===== config.mk =====
export PLATFORM = sky130hd
export DESIGN_NAME = evq_trigger_sched
export DESIGN_NICKNAME = d
export VERILOG_FILES = /design/src/rtl/evq_pkg.sv /design/src/rtl/evq_store.sv /design/src/rtl/evq_timebase.sv /design/src/rtl/evq_dispatch.sv /design/src/rtl/evq_trigger_sched.sv
export SDC_FILE = /design/constraint.sdc
export NUM_CORES = 1
export LEC_CHECK = 0
export BUFFER_PORTS_ARGS = -buffer_cell sky130_fd_sc_hd__buf_2
export CAP_MARGIN = 20
export CORE_AREA = 5 5 194 196
export DETAILED_ROUTE_END_ITERATION = 6
export DIE_AREA = 0 0 199 201
export PLACE_DENSITY = 0.8
export SETUP_SLACK_MARGIN = 0.15
export SLEW_MARGIN = 20
export SYNTH_ARGS = -nofsm -noshare
export SYNTH_HDL_FRONTEND = slang
export SYNTH_SLANG_ARGS = --single-unit
export TNS_END_PERCENT = 20

===== constraint.sdc =====
create_clock -name clk -period 8.2 [get_ports clk]
set_input_delay 0 -clock clk [delete_from_list [all_inputs] [get_ports clk]]
set_output_delay 0 -clock clk [all_outputs]
set_load 0.05 [all_outputs]

===== src/rtl/evq_pkg.sv =====
package evq_pkg;
  localparam int unsigned EVQ_DEPTH  = 16;
  localparam int unsigned EVQ_CODE_W = 8;
  localparam int unsigned EVQ_WAIT_W = 16;
  localparam int unsigned EVQ_CNT_W  = 32;

  typedef enum logic {
    DEST_PULSE = 1'b0,
    DEST_MEAS  = 1'b1
  } evq_dest_e;
endpackage


===== src/rtl/evq_store.sv =====
module evq_store #(
  parameter int unsigned DEPTH = 16,
  parameter int unsigned EW    = 25,
  localparam int unsigned AW   = $clog2(DEPTH),
  localparam int unsigned CW   = $clog2(DEPTH + 1)
) (
  input  logic          clk,
  input  logic          rst_n,
  input  logic          wr_en,
  input  logic [EW-1:0] wr_data,
  input  logic [1:0]    pop_n,
  output logic [EW-1:0] head,
  output logic [EW-1:0] second,
  output logic [CW-1:0] fill
);
  logic [EW-1:0] mem [DEPTH];
  logic [AW-1:0] wptr, rptr;

  function automatic logic [AW-1:0] adv(input logic [AW-1:0] p, input logic [1:0] n);
    logic [AW:0] s;
    s = {1'b0, p} + (AW+1)'(n);
    if (s >= (AW+1)'(DEPTH)) s = s - (AW+1)'(DEPTH);
    return s[AW-1:0];
  endfunction

  always_ff @(posedge clk) begin
    if (wr_en) mem[wptr] <= wr_data;
  end

  always_ff @(posedge clk) begin
    if (!rst_n) begin
      wptr <= '0;
      rptr <= '0;
      fill <= '0;
    end else begin
      if (wr_en) wptr <= adv(wptr, 2'd1);
      rptr <= adv(rptr, pop_n);
      fill <= fill + CW'(wr_en) - CW'(pop_n);
    end
  end

  assign head   = mem[rptr];
  assign second = mem[adv(rptr, 2'd1)];

  // never write into a full store
  assert_no_overflow_R1: assert property (@(posedge clk) disable iff (!rst_n)
    wr_en |-> (fill < CW'(DEPTH)));
  // never release more entries than are held
  assert_pop_within_fill_R5: assert property (@(posedge clk) disable iff (!rst_n)
    (CW'(pop_n) <= fill));
endmodule


===== src/rtl/evq_timebase.sv =====
module evq_timebase #(
  parameter int unsigned CNT_W = 32
) (
  input  logic             clk,
  input  logic             rst_n,
  input  logic             start,
  output logic             running,
  output logic [CNT_W-1:0] tick
);
  always_ff @(posedge clk) begin
    if (!rst_n) begin
      running <= 1'b0;
      tick    <= '0;
    end else if (start) begin
      running <= 1'b1;
      tick    <= '0;
    end else if (running) begin
      tick <= tick + 1'b1;
    end
  end

  // start lands the counter on zero and enables dispatch
  assert_start_zero_R3: assert property (@(posedge clk) disable iff (!rst_n)
    start |=> (tick == '0) && running);
  // counter advances by one per cycle while running
  assert_tick_step_R3: assert property (@(posedge clk) disable iff (!rst_n)
    (running && !start) |=> (tick == $past(tick) + 1'b1));
endmodule


===== src/rtl/evq_dispatch.sv =====
module evq_dispatch
  import evq_pkg::*;
#(
  parameter int unsigned DEPTH  = 16,
  parameter int unsigned CODE_W = 8,
  parameter int unsigned WAIT_W = 16,
  localparam int unsigned EW    = 1 + CODE_W + WAIT_W,
  localparam int unsigned CW    = $clog2(DEPTH + 1),
  localparam int unsigned GW    = WAIT_W + 1
) (
  input  logic              clk,
  input  logic              rst_n,
  input  logic              start,
  input  logic              running,
  input  logic [EW-1:0]     head,
  input  logic [EW-1:0]     second,
  input  logic [CW-1:0]     fill,
  input  logic              wr_en,
  input  logic [WAIT_W-1:0] wr_delay,
  output logic [1:0]        pop_n,
  output logic              pg_fire,
  output logic [CODE_W-1:0] pg_code,
  output logic              md_fire,
  output logic [CODE_W-1:0] md_code,
  output logic              underrun
);
  localparam logic [GW-1:0] GAP_MAX = '1;

  evq_dest_e         h_dest, s_dest;
  logic [CODE_W-1:0] h_code, s_code;
  logic [WAIT_W-1:0] h_delay, s_delay;
  logic [GW-1:0]     gap, gap_nom;
  logic              head_due, pair_ok, lands_empty, late;

  assign h_dest  = evq_dest_e'(head[EW-1]);
  assign h_code  = head[EW-2 -: CODE_W];
  assign h_delay = head[WAIT_W-1:0];
  assign s_dest  = evq_dest_e'(second[EW-1]);
  assign s_code  = second[EW-2 -: CODE_W];
  assign s_delay = second[WAIT_W-1:0];

  always_comb begin
    head_due = running && (fill != '0) && (gap >= {1'b0, h_delay});
    pair_ok  = head_due && (fill >= CW'(2)) && (s_delay == '0) && (s_dest != h_dest);
    pop_n    = head_due ? (pair_ok ? 2'd2 : 2'd1) : 2'd0;

    pg_fire = 1'b0; pg_code = '0;
    md_fire = 1'b0; md_code = '0;
    if (head_due) begin
      if (h_dest == DEST_PULSE) begin pg_fire = 1'b1; pg_code = h_code; end
      else                      begin md_fire = 1'b1; md_code = h_code; end
    end
    if (pair_ok) begin
      if (s_dest == DEST_PULSE) begin pg_fire = 1'b1; pg_code = s_code; end
      else                      begin md_fire = 1'b1; md_code = s_code; end
    end

    gap_nom     = head_due ? GW'(1) : ((gap == GAP_MAX) ? gap : gap + 1'b1);
    lands_empty = wr_en && (fill == CW'(pop_n));
    late        = running && lands_empty && (gap_nom > {1'b0, wr_delay});
  end

  always_ff @(posedge clk) begin
    if (!rst_n) begin
      gap      <= '0;
      underrun <= 1'b0;
    end else if (start) begin
      gap <= '0;
    end else if (running) begin
      gap <= late ? GW'(1) : gap_nom;
      if (late) underrun <= 1'b1;
    end
  end

  // nothing fires while dispatch is idle
  assert_idle_silent_R2: assert property (@(posedge clk) disable iff (!rst_n)
    !running |-> (!pg_fire && !md_fire));
  // the late flag never drops without reset
  assert_underrun_sticky_R9: assert property (@(posedge clk) disable iff (!rst_n)
    underrun |=> underrun);
  // a double release drives both ports on that cycle
  assert_pair_both_ports_R7: assert property (@(posedge clk) disable iff (!rst_n)
    (pop_n == 2'd2) |-> (pg_fire && md_fire));
  // a firing restarts the delay reference
  assert_gap_restart_R5: assert property (@(posedge clk) disable iff (!rst_n)
    ((pg_fire || md_fire) && !start) |=> (gap == GW'(1)));
endmodule


===== src/rtl/evq_trigger_sched.sv =====
module evq_trigger_sched
  import evq_pkg::*;
#(
  parameter int unsigned DEPTH  = EVQ_DEPTH,
  parameter int unsigned CODE_W = EVQ_CODE_W,
  parameter int unsigned WAIT_W = EVQ_WAIT_W,
  parameter int unsigned CNT_W  = EVQ_CNT_W
) (
  input  logic              clk,
  input  logic              rst_n,
  input  logic              start,
  input  logic              in_valid,
  output logic              in_ready,
  input  logic              in_dest,
  input  logic [CODE_W-1:0] in_code,
  input  logic [WAIT_W-1:0] in_delay,
  output logic              pg_fire,
  output logic [CODE_W-1:0] pg_code,
  output logic              md_fire,
  output logic [CODE_W-1:0] md_code,
  output logic              underrun,
  output logic [CNT_W-1:0]  cycle_count
);
  localparam int unsigned EW = 1 + CODE_W + WAIT_W;
  localparam int unsigned CW = $clog2(DEPTH + 1);

  logic [EW-1:0] head, second;
  logic [CW-1:0] fill;
  logic [1:0]    pop_n;
  logic          wr_en, running;

  assign in_ready = (fill < CW'(DEPTH));
  assign wr_en    = in_valid && in_ready;

  evq_store #(.DEPTH(DEPTH), .EW(EW)) u_store (
    .clk(clk), .rst_n(rst_n), .wr_en(wr_en),
    .wr_data({in_dest, in_code, in_delay}), .pop_n(pop_n),
    .head(head), .second(second), .fill(fill)
  );

  evq_timebase #(.CNT_W(CNT_W)) u_time (
    .clk(clk), .rst_n(rst_n), .start(start),
    .running(running), .tick(cycle_count)
  );

  evq_dispatch #(.DEPTH(DEPTH), .CODE_W(CODE_W), .WAIT_W(WAIT_W)) u_disp (
    .clk(clk), .rst_n(rst_n), .start(start), .running(running),
    .head(head), .second(second), .fill(fill),
    .wr_en(wr_en), .wr_delay(in_delay), .pop_n(pop_n),
    .pg_fire(pg_fire), .pg_code(pg_code),
    .md_fire(md_fire), .md_code(md_code), .underrun(underrun)
  );

  // stalled upstream beat is not lost while the queue is full
  assert_ready_full_R1: assert property (@(posedge clk) disable iff (!rst_n)
    (fill == CW'(DEPTH)) |-> !in_ready);
endmodule


# Yosys cells after proc, flatten, opt, wreduce, memory -nomap -nowiden
# Memory sizes are Yosys's and may differ from the RTL's. A register that Yosys moved wholly into a read port is not among the register bits.
# Cells that the tools add are included.
# W data, S select, Z words.
# op_classes
mux	27
order_cmp	7
shift	0
div	0
multipliers	0
n_bitwise	2
n_eq_ne	3
n_reduce_logical	13
n_addsub	10
# ops
cell	n
$mux W8	8
$mux W17	3
$add A32 B1 Y32 const B	1
$add A17 B1 Y17 const B	1
$eq A17 B17 Y1 const B	1
$ge A17 B16 Y1	1
$gt A17 B16 Y1	1
$logic_not A16 Y1	1
$mux W4	4
$ge A5 B5 Y1 const B	3
$sub A4 B1 Y4 const B	3
$add A4 B1 Y5 const B	2
$mux W1	10
$logic_and A1 B1 Y1	9
$add A4 B2 Y5	1
$add A5 B1 Y5	1
$eq A5 B2 Y1	1
$ge A5 B2 Y1 const B	1
$lt A5 B5 Y1 const B	1
$reduce_bool A5 Y1	1
$sub A5 B2 Y5	1
$mux W2	2
$reduce_and A3 Y1	1
$not A1 Y1	2
other kinds (2)	2
# word_totals
output_inout_bits	52
ramBits	400
latchBits	0
mem_count	1
input_bits	29
romBits	0
regBits	64
word_cells	70
# mem_list
name	words	word_bits	rd	rd_ports_with_merged_regs	wr	line_no	rtl
u_store.mem	16	25	2	1	1	evq_store.sv:16	logic [EW-1:0] mem [DEPTH];

# Logic depth before layout (Yosys ltp)
# Gate-level depths: netlist of run 1.
# An unclocked memory read counts as a cell.
# depth
word_depth	14
depth_mapped	29
mapped_depth_nobuf	20

# Hierarchy
# Synthesis of run 1 repeated with hierarchy kept, for this count alone.
# hier_totals
hier_cells	1715
area_unflattened_um2	23177.2
# by_module_without_submodules
module	cells_each	instances	area_each_um2	seq_area_each_um2
evq_store	1245	1	19371.1	12271.8
evq_dispatch	290	1	2227.1	360.3
evq_timebase	178	1	1569.0	660.6
evq_trigger_sched	2	1	10.0	0.0

# Least setup slack after synthesis of run 1
# OpenSTA, ideal clock, no wires.
# synth_timing
path_type	reg-to-reg
start	reg u_store.rptr[0]
end	reg u_disp.gap[15]
t_arrival_ps	6202
path_buffers	9
t_required_ps	8141
path_stages_with_launch	28
synth_period_minus_slack_ps	6261
setup_time_ps	59
path_slack_ps	1939
cell_sequence	dfxtp_1 buf_6 buf_8 buf_2 buf_4 buf_2 buf_2 mux4_2 a221oi_1 ha_1 a211oi_1 nor2_1 a2111oi_0 o211ai_1 and2_1 clkbuf_1 clkbuf_1 buf_1 nor2_1 ha_1 a21o_1 a21o_1 a221o_1 a21oi_1 o21ai_0 a21oi_1 and3_1 a41o_1
# synth_via
elab_chain_len	14
word_cells_on_any_way	16
cone_classes	add/sub (2); order compare (1); eq/ne (2); mux (4); reduce/logical (6); memory (1)
# synth_lines
item	line_no	rtl
from (decl)	evq_store.sv:17	logic [AW-1:0] wptr, rptr;
from (signal assigned)	evq_store.sv:37	rptr <= adv(rptr, pop_n);
$add A4 B1 Y5 (*)	evq_store.sv:21	s = {1'b0, p} + (AW+1)'(n);
$sub A4 B1 Y4 / $ge A5 B5 Y1 (equally long branches)	evq_store.sv:22	if (s >= (AW+1)'(DEPTH)) s = s - (AW+1)'(DEPTH);
$mux W4 (*)	evq_store.sv:22	
$mem_v2 Z16 W25 (*)	-	
$logic_not A16 Y1	evq_dispatch.sv:44	pair_ok = head_due && (fill >= CW'(2)) && (s_delay == '0) && (s_dest != h_dest);
$logic_and A1 B1 Y1	evq_dispatch.sv:44	
$logic_and A1 B1 Y1 (*)	evq_dispatch.sv:44	
$mux W2 (*) (2 in series)	evq_dispatch.sv:45	pop_n = head_due ? (pair_ok ? 2'd2 : 2'd1) : 2'd0;
$eq A5 B2 Y1 (*)	evq_dispatch.sv:59	lands_empty = wr_en && (fill == CW'(pop_n));
$logic_and A1 B1 Y1 (*)	evq_dispatch.sv:59	
$logic_and A1 B1 Y1 (*) (2 in series)	evq_dispatch.sv:60	late = running && lands_empty && (gap_nom > {1'b0, wr_delay});
$mux W17 (*)	evq_dispatch.sv:70	gap <= late ? GW'(1) : gap_nom;
to (signal assigned)	evq_dispatch.sv:70	
to (decl)	evq_dispatch.sv:32	logic [GW-1:0] gap, gap_nom;
# Mark *: on every way between the ends. The rest lies on a longest branch, timed or not.
# A chain may end at the register's enable or synchronous reset.

# Worst setup path after layout of run 1
# layout_timing
start	reg u_store.rptr[1]
end	reg u_disp.gap[15]
# The elaborated chain is that of the path after synthesis.

==> results.md, run 1 <==
- Hold Crit Class: primary input to flip-flop
- Syn nets: about 1600
- Fin cells: 2100
- Area Growth Syn to Fin: 12.4%
- Average wire per standard cell: between 20 and 30 um
- Die height: ~200 um
- Gr usage total: 0.289
- Post-Syn Area: between 20000 and 25000 um2
- Final hold violation count: 0
- Sequential-to-total area share from yosys stat: 0.612
- Relative slew slack: 0.206
- Post-synth EDFFs: 400
- Placed Area: about 23000 um2
- Crit end category: flip-flop
- Antenna Nets Post-Route: 0
- Setup ws final: 1.14 ns
- Clock Sinks: 464
- Top layer in use: met4
- Seq cells post-synth: about 460
- Register Area: 13300 um2
- RSZ-0062 raised after global routing: no
- Vias after detailed routing: ~15000
- Vias in the first global route: roughly 15000
- Root Buffer: clkbuf_16
- Layout cell share with drive strength beyond 1: 0.183
- Hold slack: 0.284 ns
- FMAX: around 0.14 GHz
- CTS clk-pin slew, worst paths: roughly 0.060 ns
- HPWL after detailed placement: ~37000 um
- Met1 wire length: approximately 21000 um
- Leak: ~8 nW
- Die ar.: around 40000 um2
- CP peak stage delay: 0.71 ns
- Worst path most repeated cell: a21oi_1
- Fin Setup TNS: 0 ns
- Remaining DRCs: 0
- Worst skew pair latency: roughly 0.57 ns
- Crit path kind: flip-flop to flip-flop
- Metal2 WL: around 27000 um
- Period minus WS final: about 7.1 ns
- Routability cong.: 0.919
- VDD IR max: roughly 0.16 mV
- Setup-failing EPs final: 0
- Max-Cap Viols: 0
- H-tree depth: 2
- Final period util: 0.861
- Filler cells: about 2400
- Num CTS Buffers: 46
- Initial core utilization: 0.605
- Status: finished clean
- Crit start category: flip-flop
- Iteration-0 DRC Markers: 1766
- Final instance area: about 24000 um2
- Crit Path Max Fanout: 29
- Ys async rst share: 0
- CTS tree: built
- Cells after Synth: about 1500
- Met3 wire len: about 6500 um
- Routed WL: slightly below 60000 um
- Slew Limit Fails: 0
- Fin Clk Skew: approximately 0.015 ns
- Diode count: 0
- Top FF cell, synth: edfxtp_1
- Count of cell types in the netlist: 66
- IO Port Bufs: 80
- Largest net degree at the start of global routing: 61
- Io pins: approximately 80
- Syn. warnings: 0
- GRT overflow: 0
- Global-route wire length before repair: between 80000 and 90000 um
- Die width: between 150 and 200 um
- Post-CTS setup buffers: 0
- Slew @ Worst Pin: 1.19 ns
- CP arrival: 7.58 ns
- Initial antenna violation count: 0
- Placed cells: 1986
- Area of the multi-input gates: 7950 um2
- Pre-CTS WS: roughly 1.3 ns
- Crit path required time: about 8.7 ns
- TritonRoute pass-1 iters: 5
- Nets@finish: 1675
- Critical path, cell by cell: and2_2 -> buf_4 -> a221oi_1 -> o21a_1 -> a221oi_1 -> ha_1 -> a21oi_1 -> o21ai_0 -> a2111oi_0 -> o211ai_1 -> and2_1 -> buf_4 -> nor2_1 -> ha_1 -> nand2_1 -> o211ai_1 -> a221o_1 -> a21oi_1 -> o21ai_0 -> a21oi_1 -> and3_1 -> a41o_1
- Pwr dens: approximately 200 nW/um2
- Core Rows: 70
- Clk buf depth: 3
- Vias/cell: roughly 7.0
- Mapped Avg Cell Area: 14.6 um2
- Slowest CP cell: and2_2
- Core ar.: 35900 um2
[per-stage QoR]
step                utilization  power, W
finish                    0.680   0.00503
detailed placement        0.631   0.00301
global route              0.680   0.00518
global placement          0.631   0.00299
floorplan                     -   0.00288
CTS                       0.680   0.00504
[worst max-delay path: cells and delay by family, from the launching register on]
| kind | cells | cell delay, ns |
|---|---|---|
| fa+ha+maj | 2 | 0.58 |
| compound gates | 13 | 3.32 |
| simple gates | 5 | 1.71 |
| flops | 1 | 0.65 |
| buf+inv | 2 | 0.73 |
[what timing repair did]
action / CTS / global route
resized for setup: 0 / 0
endpoints found under the hold margin: 413 / 0
hold buffers: 28 / 0
setup endpoints to repair: 0 / 0
[report_power, final]
group | switching, W | internal [W]
logic | 0.000203 | 0.000113
registers | 0.0000339 | 0.00263
clock network | 0.000865 | 0.00119
total | 0.00110 | 0.00393
[synthesized netlist by cell type (10+ instances only)]
| master | number | area (um2) |
|---|---|---|
| a21oi_1 | 33 | 165 |
| a221oi_1 | 68 | 596 |
| a22oi_1 | 13 | 97.6 |
| and3_1 | 13 | 81.3 |
| buf_2 | 30 | 150 |
| clkbuf_1 | 34 | 128 |
| dfxtp_1 | 64 | 1280 |
| edfxtp_1 | 400 | 12000 |
| ha_1 | 50 | 626 |
| inv_1 | 46 | 173 |
| mux2i_1 | 104 | 1040 |
| mux4_2 | 96 | 2160 |
| nand2_1 | 80 | 300 |
| nand3_1 | 17 | 85.1 |
| nand4_1 | 20 | 125 |
| nor2_1 | 102 | 383 |
| nor3_1 | 23 | 115 |
| nor4_1 | 37 | 231 |
| nor4b_1 | 10 | 87.6 |
| o21a_1 | 18 | 135 |
| o21ai_0 | 30 | 150 |
| or3_1 | 10 | 62.6 |
| xnor2_1 | 14 | 123 |
| xor2_1 | 34 | 298 |
[area by class of cell]
cell class | count | share of cell area
Timing Repair Buffer | 141 | 0.0386
Sequential cell | 464 | 0.545
Inverter | 47 | 0.00723
Multi-Input combinational cell | 894 | 0.326
Tap cell | 468 | 0.0240
Clock buffer | 66 | 0.0529
Clock inverter | 20 | 0.00682
[placed cells by master (no fill, tap or decap), types with 10 or more instances in the layout]
master,netlist,layout
a21oi_1,33,33
a221oi_1,68,68
a22oi_1,13,13
and3_1,13,13
buf_2,30,80
buf_4,5,32
clkbuf_1,34,17
clkbuf_16,0,49
clkinv_1,1,10
dfxtp_1,64,62
dlygate4sd3_1,0,28
edfxtp_1,400,400
ha_1,50,49
inv_1,46,46
mux2i_1,104,104
mux4_2,96,96
nand2_1,80,80
nand3_1,17,17
nand4_1,20,20
nor2_1,102,90
nor2_2,0,12
nor3_1,23,19
nor4_1,37,37
nor4b_1,10,10
o21a_1,18,18
o21ai_0,30,30
or3_1,10,10
xnor2_1,14,13
xor2_1,34,34
[path summary, 6_finish.rpt]
kind / start / to / slack, ns / cells past startpoint
worst max register to register: u_store.rptr[1] / u_disp.gap[15] / 1.14 / 22
worst min-delay path: rst_n / u_store.fill[1] / 0.28 / 3
worst max-delay path: u_store.rptr[1] / u_disp.gap[15] / 1.14 / 22
worst min register to register: u_time.tick[31] / u_time.tick[31] / 0.49 / 2
[registers in the layout (all words and copies together), names as in the netlist]
signal / flops
u_disp.gap: 17
u_store.mem: 400
u_store.fill: 5
u_time.running: 1
u_store.rptr: 4
u_store.wptr: 4
u_time.tick: 32
u_disp.underrun: 1
[per-layer routing]
layer	global-route usage	vias to the layer above
li1	-	6178
met1	0.392	7329
met2	0.457	1012
met3	0.0641	206
met4	0.124	0
met5	0	-
[logic make-up (layout without fill, tap and decap cells)]
kind of cell | after synthesis | after routing | share of synthesized area
simple gates | 349 | 349 | 0.0795
buf+inv | 127 | 274 | 0.0254
compound gates | 244 | 244 | 0.0848
fa+ha+maj | 52 | 52 | 0.0307
flops | 464 | 464 | 0.612
xor+xnor | 49 | 49 | 0.0201
mux | 200 | 200 | 0.147
Power figures use the tool's default switching activity.
==> run 2, diff against run 1 <==
Settings changed: CAP_MARGIN 20 to 15, CORE_AREA 5 5 194 196 to 5 5 197 199, DIE_AREA 0 0 199 201 to 0 0 202 204, PLACE_DENSITY 0.8 to 0.78.
Clock period 8.2 ns to 7.3 ns, I/O delays scaled along.
==> run 2 against run 1 <==
Power is 14% higher; utilization is 1.7 points lower; die area is 3.0% higher; clock-buffer cell count is 15 lower; critical path depth is 1 lower; combinational power is 11% higher; clock skew is 0.0073 ns higher; largest cell class unchanged; highest routed layer is now met5.
==> results.md, run 2 (synthesis results as in run 1) <==
- Diode count: 0
- Iteration-0 DRC Markers: about 1500
- Max reg flops: 400
- TritonRoute pass-1 iters: 6
- Initial core utilization: 0.586
- Io pins: slightly above 80
- Reg-to-reg startpoint: u_store.rptr[0]
- Hold Crit Class: primary input to flip-flop
- Vias in the first global route: roughly 14000
- Worst skew pair latency: around 0.59 ns
- Post-CTS setup buffers: 0
- Slowest CP cell: dfxtp_4
- Crit path required time: about 7.8 ns
- Crit end category: flip-flop
- FMAX: ~0.15 GHz
- Fin cells: 2113
- Filler cells: ~2500
- Pwr dens: approximately 230 nW/um2
- Vias after detailed routing: ~14000
- RR Endpoint: u_disp.gap[15]
- Internal power: ~0.0045 W
- Leak: a little over 8 nW
- CP arrival: 7.04 ns
- Num CTS Buffers: between 40 and 50
- Die width: just over 200 um
- Commonest non-fill, non-tap cell in the layout: edfxtp_1
- Slew @ Worst Pin: between 1 and 1.5 ns
- Remaining DRCs: 0
- Placed Area: between 20000 and 25000 um2
- Crit path kind: flip-flop to flip-flop
- Fin Setup TNS: 0 ns
- GRT overflow: 0
- Nets@finish: 1683
- Core Rows: 71
- P_sw: between 0.001 and 0.0015 W
- Layout cell share with drive strength beyond 1: 0.194
- Area of the multi-input gates: roughly 8000 um2
- Final hold violation count: 0
- Worst reg-to-reg setup slack: 0.79 ns
- Routed WL: 56600 um
- Core ar.: 37000 um2
- RSZ-0062 raised after global routing: no
- Clk buf depth: 3
- Hold Crit Endpoint: u_store.wptr[0]
- CTS tree: built
- Slew Limit Fails: 0
- Gr usage total: 0.273
- Routability cong.: roughly 0.96
- Area Growth Syn to Fin: 13.0%
- Critical Path Stages: 21
- Most frequent cells in the layout: edfxtp_1, mux2i_1, mux4_2, nor2_1
- Antenna Nets Post-Route: 0
- Buf+Inv Stages, Crit Path: 1
- Register Area: around 13000 um2
- Average wire per standard cell: around 27 um
- Power share of the combinational group: 0.061
- VDD IR max: 0.265 mV
- Die height: between 200 and 250 um
- Global-route wire length before repair: approximately 85000 um
- Fin Clk Skew: roughly 0.022 ns
- Max-Cap Viols: 0
- H-tree depth: 2
- CP top delay family: compound AO/OA/AOI/OAI gates
- Largest net degree at the start of global routing: between 50 and 60
- Sequential share of power: 0.519
- Setup-failing EPs final: 0
- Crit start category: flip-flop
- Largest Register: u_store.mem
- Root Buffer: clkbuf_16
- Switching Share: 0.220
- Final period util: 0.892
- Status: finished clean
- Hold wc startpoint: in_valid
- Die ar.: 41200 um2
- Placed cells: 1999
- Hold path cells: 4
- CTS clk-pin slew, worst paths: ~0.070 ns
- R2R cell count: 21
- CP peak stage delay: about 0.85 ns
- Clock Sinks: between 400 and 500
- Biggest regs: u_store.mem x400, u_time.tick x32, u_disp.gap x17
- Final instance area: approximately 25000 um2
- Critical path, cell by cell: buf_4 -> mux2i_1 -> a221oi_1 -> o21a_1 -> a221oi_1 -> ha_1 -> a211oi_1 -> nor2_1 -> a2111oi_0 -> o211ai_1 -> and2_2 -> nor2_1 -> ha_1 -> a21o_1 -> a21o_1 -> a221o_1 -> a21oi_1 -> o21ai_0 -> a21oi_1 -> and3_1 -> a41o_1
- HPWL after detailed placement: between 30000 and 40000 um
- Vias/cell: roughly 6.8
- Period minus WS final: 6.51 ns
- Relative slew slack: 0.315
- Initial antenna violation count: 1
- IO Port Bufs: 80
- Crit Path Max Fanout: 46
- Clock power frac: 0.419
## run 2: cell types whose count changed in the layout (fill, tap and decap cells not counted), sizes merged
| cell | previous run | this run |
|---|---|---|
| inv | 46 | 49 |
| clkinv | 15 | 24 |
| buf | 113 | 120 |
| clkbuf | 66 | 51 |
| bufinv | 3 | 6 |
## run 2: cell type report
type | instances | area share
clock inverters | 35 | 0.0136
flip-flops and latches | 464 | 0.542
repair buffers | 148 | 0.0400
clock buffers | 51 | 0.0494
well taps | 474 | 0.0242
inverters | 47 | 0.00719
multi-input cells | 894 | 0.324
## run 2: worst max path at each step
stage,startpoint,end
2_1_floorplan,u_store.rptr[0],u_disp.gap[15]
3_3_place_gp,u_store.rptr[0],u_disp.gap[15]
3_5_place_dp,u_store.rptr[0],u_disp.gap[2]
4_1_cts,u_store.rptr[0],u_disp.gap[2]
5_1_grt,u_store.rptr[0],u_disp.gap[15]
6_report,u_store.rptr[0],u_disp.gap[15]
## run 2: repair_timing
item | CTS | global route
hold buffers | 28 | 0
endpoints found under the hold margin | 414 | 0
endpoints found under the setup margin | 0 | 1
gates resized for setup | 0 | 1
## run 2: tightest hold or removal path: stages
cell	delay (ns)
buf_2	0.09
nor2b_1	0.24
xnor2_1	0.19
nor2_1	0.04
## run 2: power by group through the flow
stage,sequential [W],clock (W),combinational [W]
finish,0.00299,0.00241,0.000352
detailed placement,0.00304,0,0.000335
CTS,0.00299,0.00244,0.000349
global route,0.00299,0.00256,0.000381
floorplan,0.00303,0,0.000204
global placement,0.00304,0,0.000324
## run 2: per-stage QoR
step / worst slack [ns] / utilization / total power (W) / hold slack [ns]
finish: 0.786 / 0.663 / 0.00575 / 0.0202
global placement: 1.05 / 0.613 / 0.00336 / 0.260
detailed placement: 0.771 / 0.613 / 0.00338 / 0.284
global route: 0.403 / 0.663 / 0.00593 / 0.0609
floorplan: 1.04 / - / 0.00324 / 0.0989
CTS: 0.680 / 0.663 / 0.00578 / 0.00318
## run 2: layer usage
metal	up-vias	routed length [um]	part of all wire	global-route usage
met3	155	6510	0.11	0.0684
met2	880	26300	0.46	0.429
li1	6204	-	-	-
met4	2	2200	0.039	0.110
met1	7188	21700	0.38	0.372
met5	-	12	0.00021	0
==> run 3, diff against run 2 <==
Settings changed: ABC_AREA set to 1, CORE_AREA 5 5 197 199 to 5 5 203 205, DIE_AREA 0 0 202 204 to 0 0 208 210, MAX_ROUTING_LAYER set to met4.
==> run 3 against run 2 <==
Critical path depth increased by 13; sequential share of layout area decreased by 2.7 points; flip-flop and latch count unchanged; largest cell class unchanged.
==> results.md, run 3 <==
- Slew @ Worst Pin: 1.17 ns
- Top FF cell, synth: edfxtp_1
- CTS clk-pin slew, worst paths: approximately 0.060 ns
- Largest Register: u_store.mem
- VDD IR max: approximately 0.21 mV
- Crit Path Max Fanout: 189
- Hold Crit Endpoint: u_store.fill[1]
- Vias after detailed routing: around 19000
- Hold wc startpoint: rst_n
- Area Growth Syn to Fin: 11.3%
- Final period util: 0.894
- Area of the multi-input gates: between 8000 and 9000 um2
- Most frequent cells in the layout: nand2_1, edfxtp_1, nor2_1, o21ai_0, inv_1
- Root Buffer: clkbuf_16
- Seq cells post-synth: 464
- Post-synth top area cell: edfxtp_1
- Routability cong.: ~0.95
- Final hold violation count: 0
- Iteration-0 DRC Markers: approximately 2600
- Max reg flops: 400
- Vias/cell: between 6 and 7
- Worst path most repeated cell: nand2_1
- Core Rows: 73
- Core ar.: ~39000 um2
- Relative slew slack: 0.220
- FMAX: 0.153 GHz
- Setup ws final: 0.774 ns
- Hold Crit Class: primary input to flip-flop
- Reg-to-reg startpoint: u_store.rptr[0]
- Crit start category: flip-flop
- Worst reg-to-reg setup slack: ~0.77 ns
- Remaining DRCs: 0
- HPWL after detailed placement: 42400 um
- Nets@finish: approximately 2600
- Syn. warnings: 0
- Mapped Avg Cell Area: 9.27 um2
- Die ar.: between 40000 and 50000 um2
- Slew Limit Fails: 0
- CP peak stage delay: approximately 0.83 ns
- Diode count: 0
- Die width: around 210 um
- Count of cell types in the netlist: 56
- Leak: between 10 and 15 nW
- Clk buf depth: 3
- Layout cell share with drive strength beyond 1: 0.0937
- Antenna Nets Post-Route: 0
- Pwr dens: between 200 and 250 nW/um2
- Ys async rst share: 0
- Hold path cells: 4
- RSZ-0062 raised after global routing: no
- Pre-CTS WS: 0.974 ns
- CP Launch Point: u_store.rptr[0]
- Slowest CP cell: dfxtp_4
- Routed WL: 67500 um
- Vias in the first global route: 18700
- Gr usage total: 0.310
- Post-synth EDFFs: 400
- Post-Syn Area: 23200 um2
- Post-CTS setup buffers: 0
- TritonRoute pass-1 iters: 6
- Crit end category: flip-flop
- Fin Setup TNS: 0 ns
- Io pins: just over 80
- Commonest non-fill, non-tap cell in the layout: nand2_1
- IO Port Bufs: 80
- Period minus WS final: roughly 6.5 ns
- Largest net degree at the start of global routing: 190
- Filler cells: 3053
- Fin Clk Skew: 0.0106 ns
- Syn nets: between 2000 and 3000
- Initial antenna violation count: 0
- Setup-failing EPs final: 0
- Synth top area cells: edfxtp_1, nand2_1, o21ai_0
- CTS tree: built
- List of most frequent post-synthesis cells: nand2_1, edfxtp_1, nor2_1
- Crit path kind: flip-flop to flip-flop
- Crit path required time: ~7.7 ns
- Die height: around 210 um
- Biggest regs: u_store.mem x400, u_time.tick x32, u_disp.gap x17
- Sequential-to-total area share from yosys stat: 0.572
- Cells after Synth: 2507
- Clock Sinks: about 460
- Yosys top cell area share: 0.517
- Max-Cap Viols: 0
- Status: finished clean
- CP arrival: approximately 7.0 ns
- Worst skew pair latency: approximately 0.59 ns
- Num CTS Buffers: between 40 and 50
- Most common cell in the netlist: nand2_1
- Average wire per standard cell: 21.6 um
- Global-route wire length before repair: 104000 um
- Initial core utilization: 0.592
- H-tree depth: 2
- RR Endpoint: u_disp.gap[5]
- R2R cell count: 34
- GRT overflow: 0
- Register Area: 13300 um2
## run 3: final cells by class
class	count	share of cell area
Clock inverter	30	0.00919
Inverter	239	0.0351
Tap cell	525	0.0254
Sequential cell	464	0.514
Timing Repair Buffer	142	0.0377
Clock buffer	57	0.0494
Multi-Input combinational cell	1672	0.329
## run 3: routing by layer
metal,GRT usage,vias to the layer above,routed length [um]
met5,-,-,0
met4,0.142,0,3550
met3,0.0591,252,6710
met2,0.512,1091,32300
met1,0.375,8953,25000
li1,-,8795,-
## run 3: worst max-delay path, delay by kind of cell, from the launching register on
family / cells / cell delay (ns)
buf+inv: 3 / 1.07
simple gates: 24 / 2.89
flops: 1 / 0.83
fa+ha+maj: 2 / 0.46
compound gates: 5 / 0.86
## run 3: timing repair
action	in CTS	in global routing
hold endpoints to repair	437	0
hold buffers	29	0
setup endpoints to repair	0	9
gates resized for setup	0	1
## run 3: logic make-up after synthesis
kind of cell	Yosys count	synth area share
AO/OA/AOI/OAI	577	0.139
XOR/XNOR	19	0.00862
adder cells (fa/ha/maj)	52	0.0287
buffers and inverters	371	0.0652
flip-flops	464	0.572
AND/OR/NAND/NOR	1024	0.186
## run 3: power by group
group	internal, W	leakage (nW)	switching [W]
sequential	0.00296	4.13	0.0000366
clock	0.00135	0.731	0.00103
combinational	0.000132	5.17	0.000341
total	0.00444	10.0	0.00140
## run 3: worst max path at each step
stage                     end  slack, ns
4_1_cts         u_disp.gap[5]       0.89
3_5_place_dp    u_disp.gap[5]       0.97
5_1_grt         u_disp.gap[5]       0.18
6_report        u_disp.gap[5]       0.77
2_1_floorplan  u_disp.gap[13]       2.35
3_3_place_gp    u_disp.gap[1]       1.08
## run 3: through the flow
step	area, um2	utilization	total power, W	hold WS [ns]	instances
finish	25900	0.658	0.00584	0.249	3129
global route	25900	0.658	0.00604	0.273	3129
CTS	25800	0.658	0.00586	0.254	3128
detailed placement	24000	0.612	0.00350	0.267	3012
global placement	24000	0.612	0.00348	0.265	3012
floorplan	23200	-	0.00332	0.0989	2507
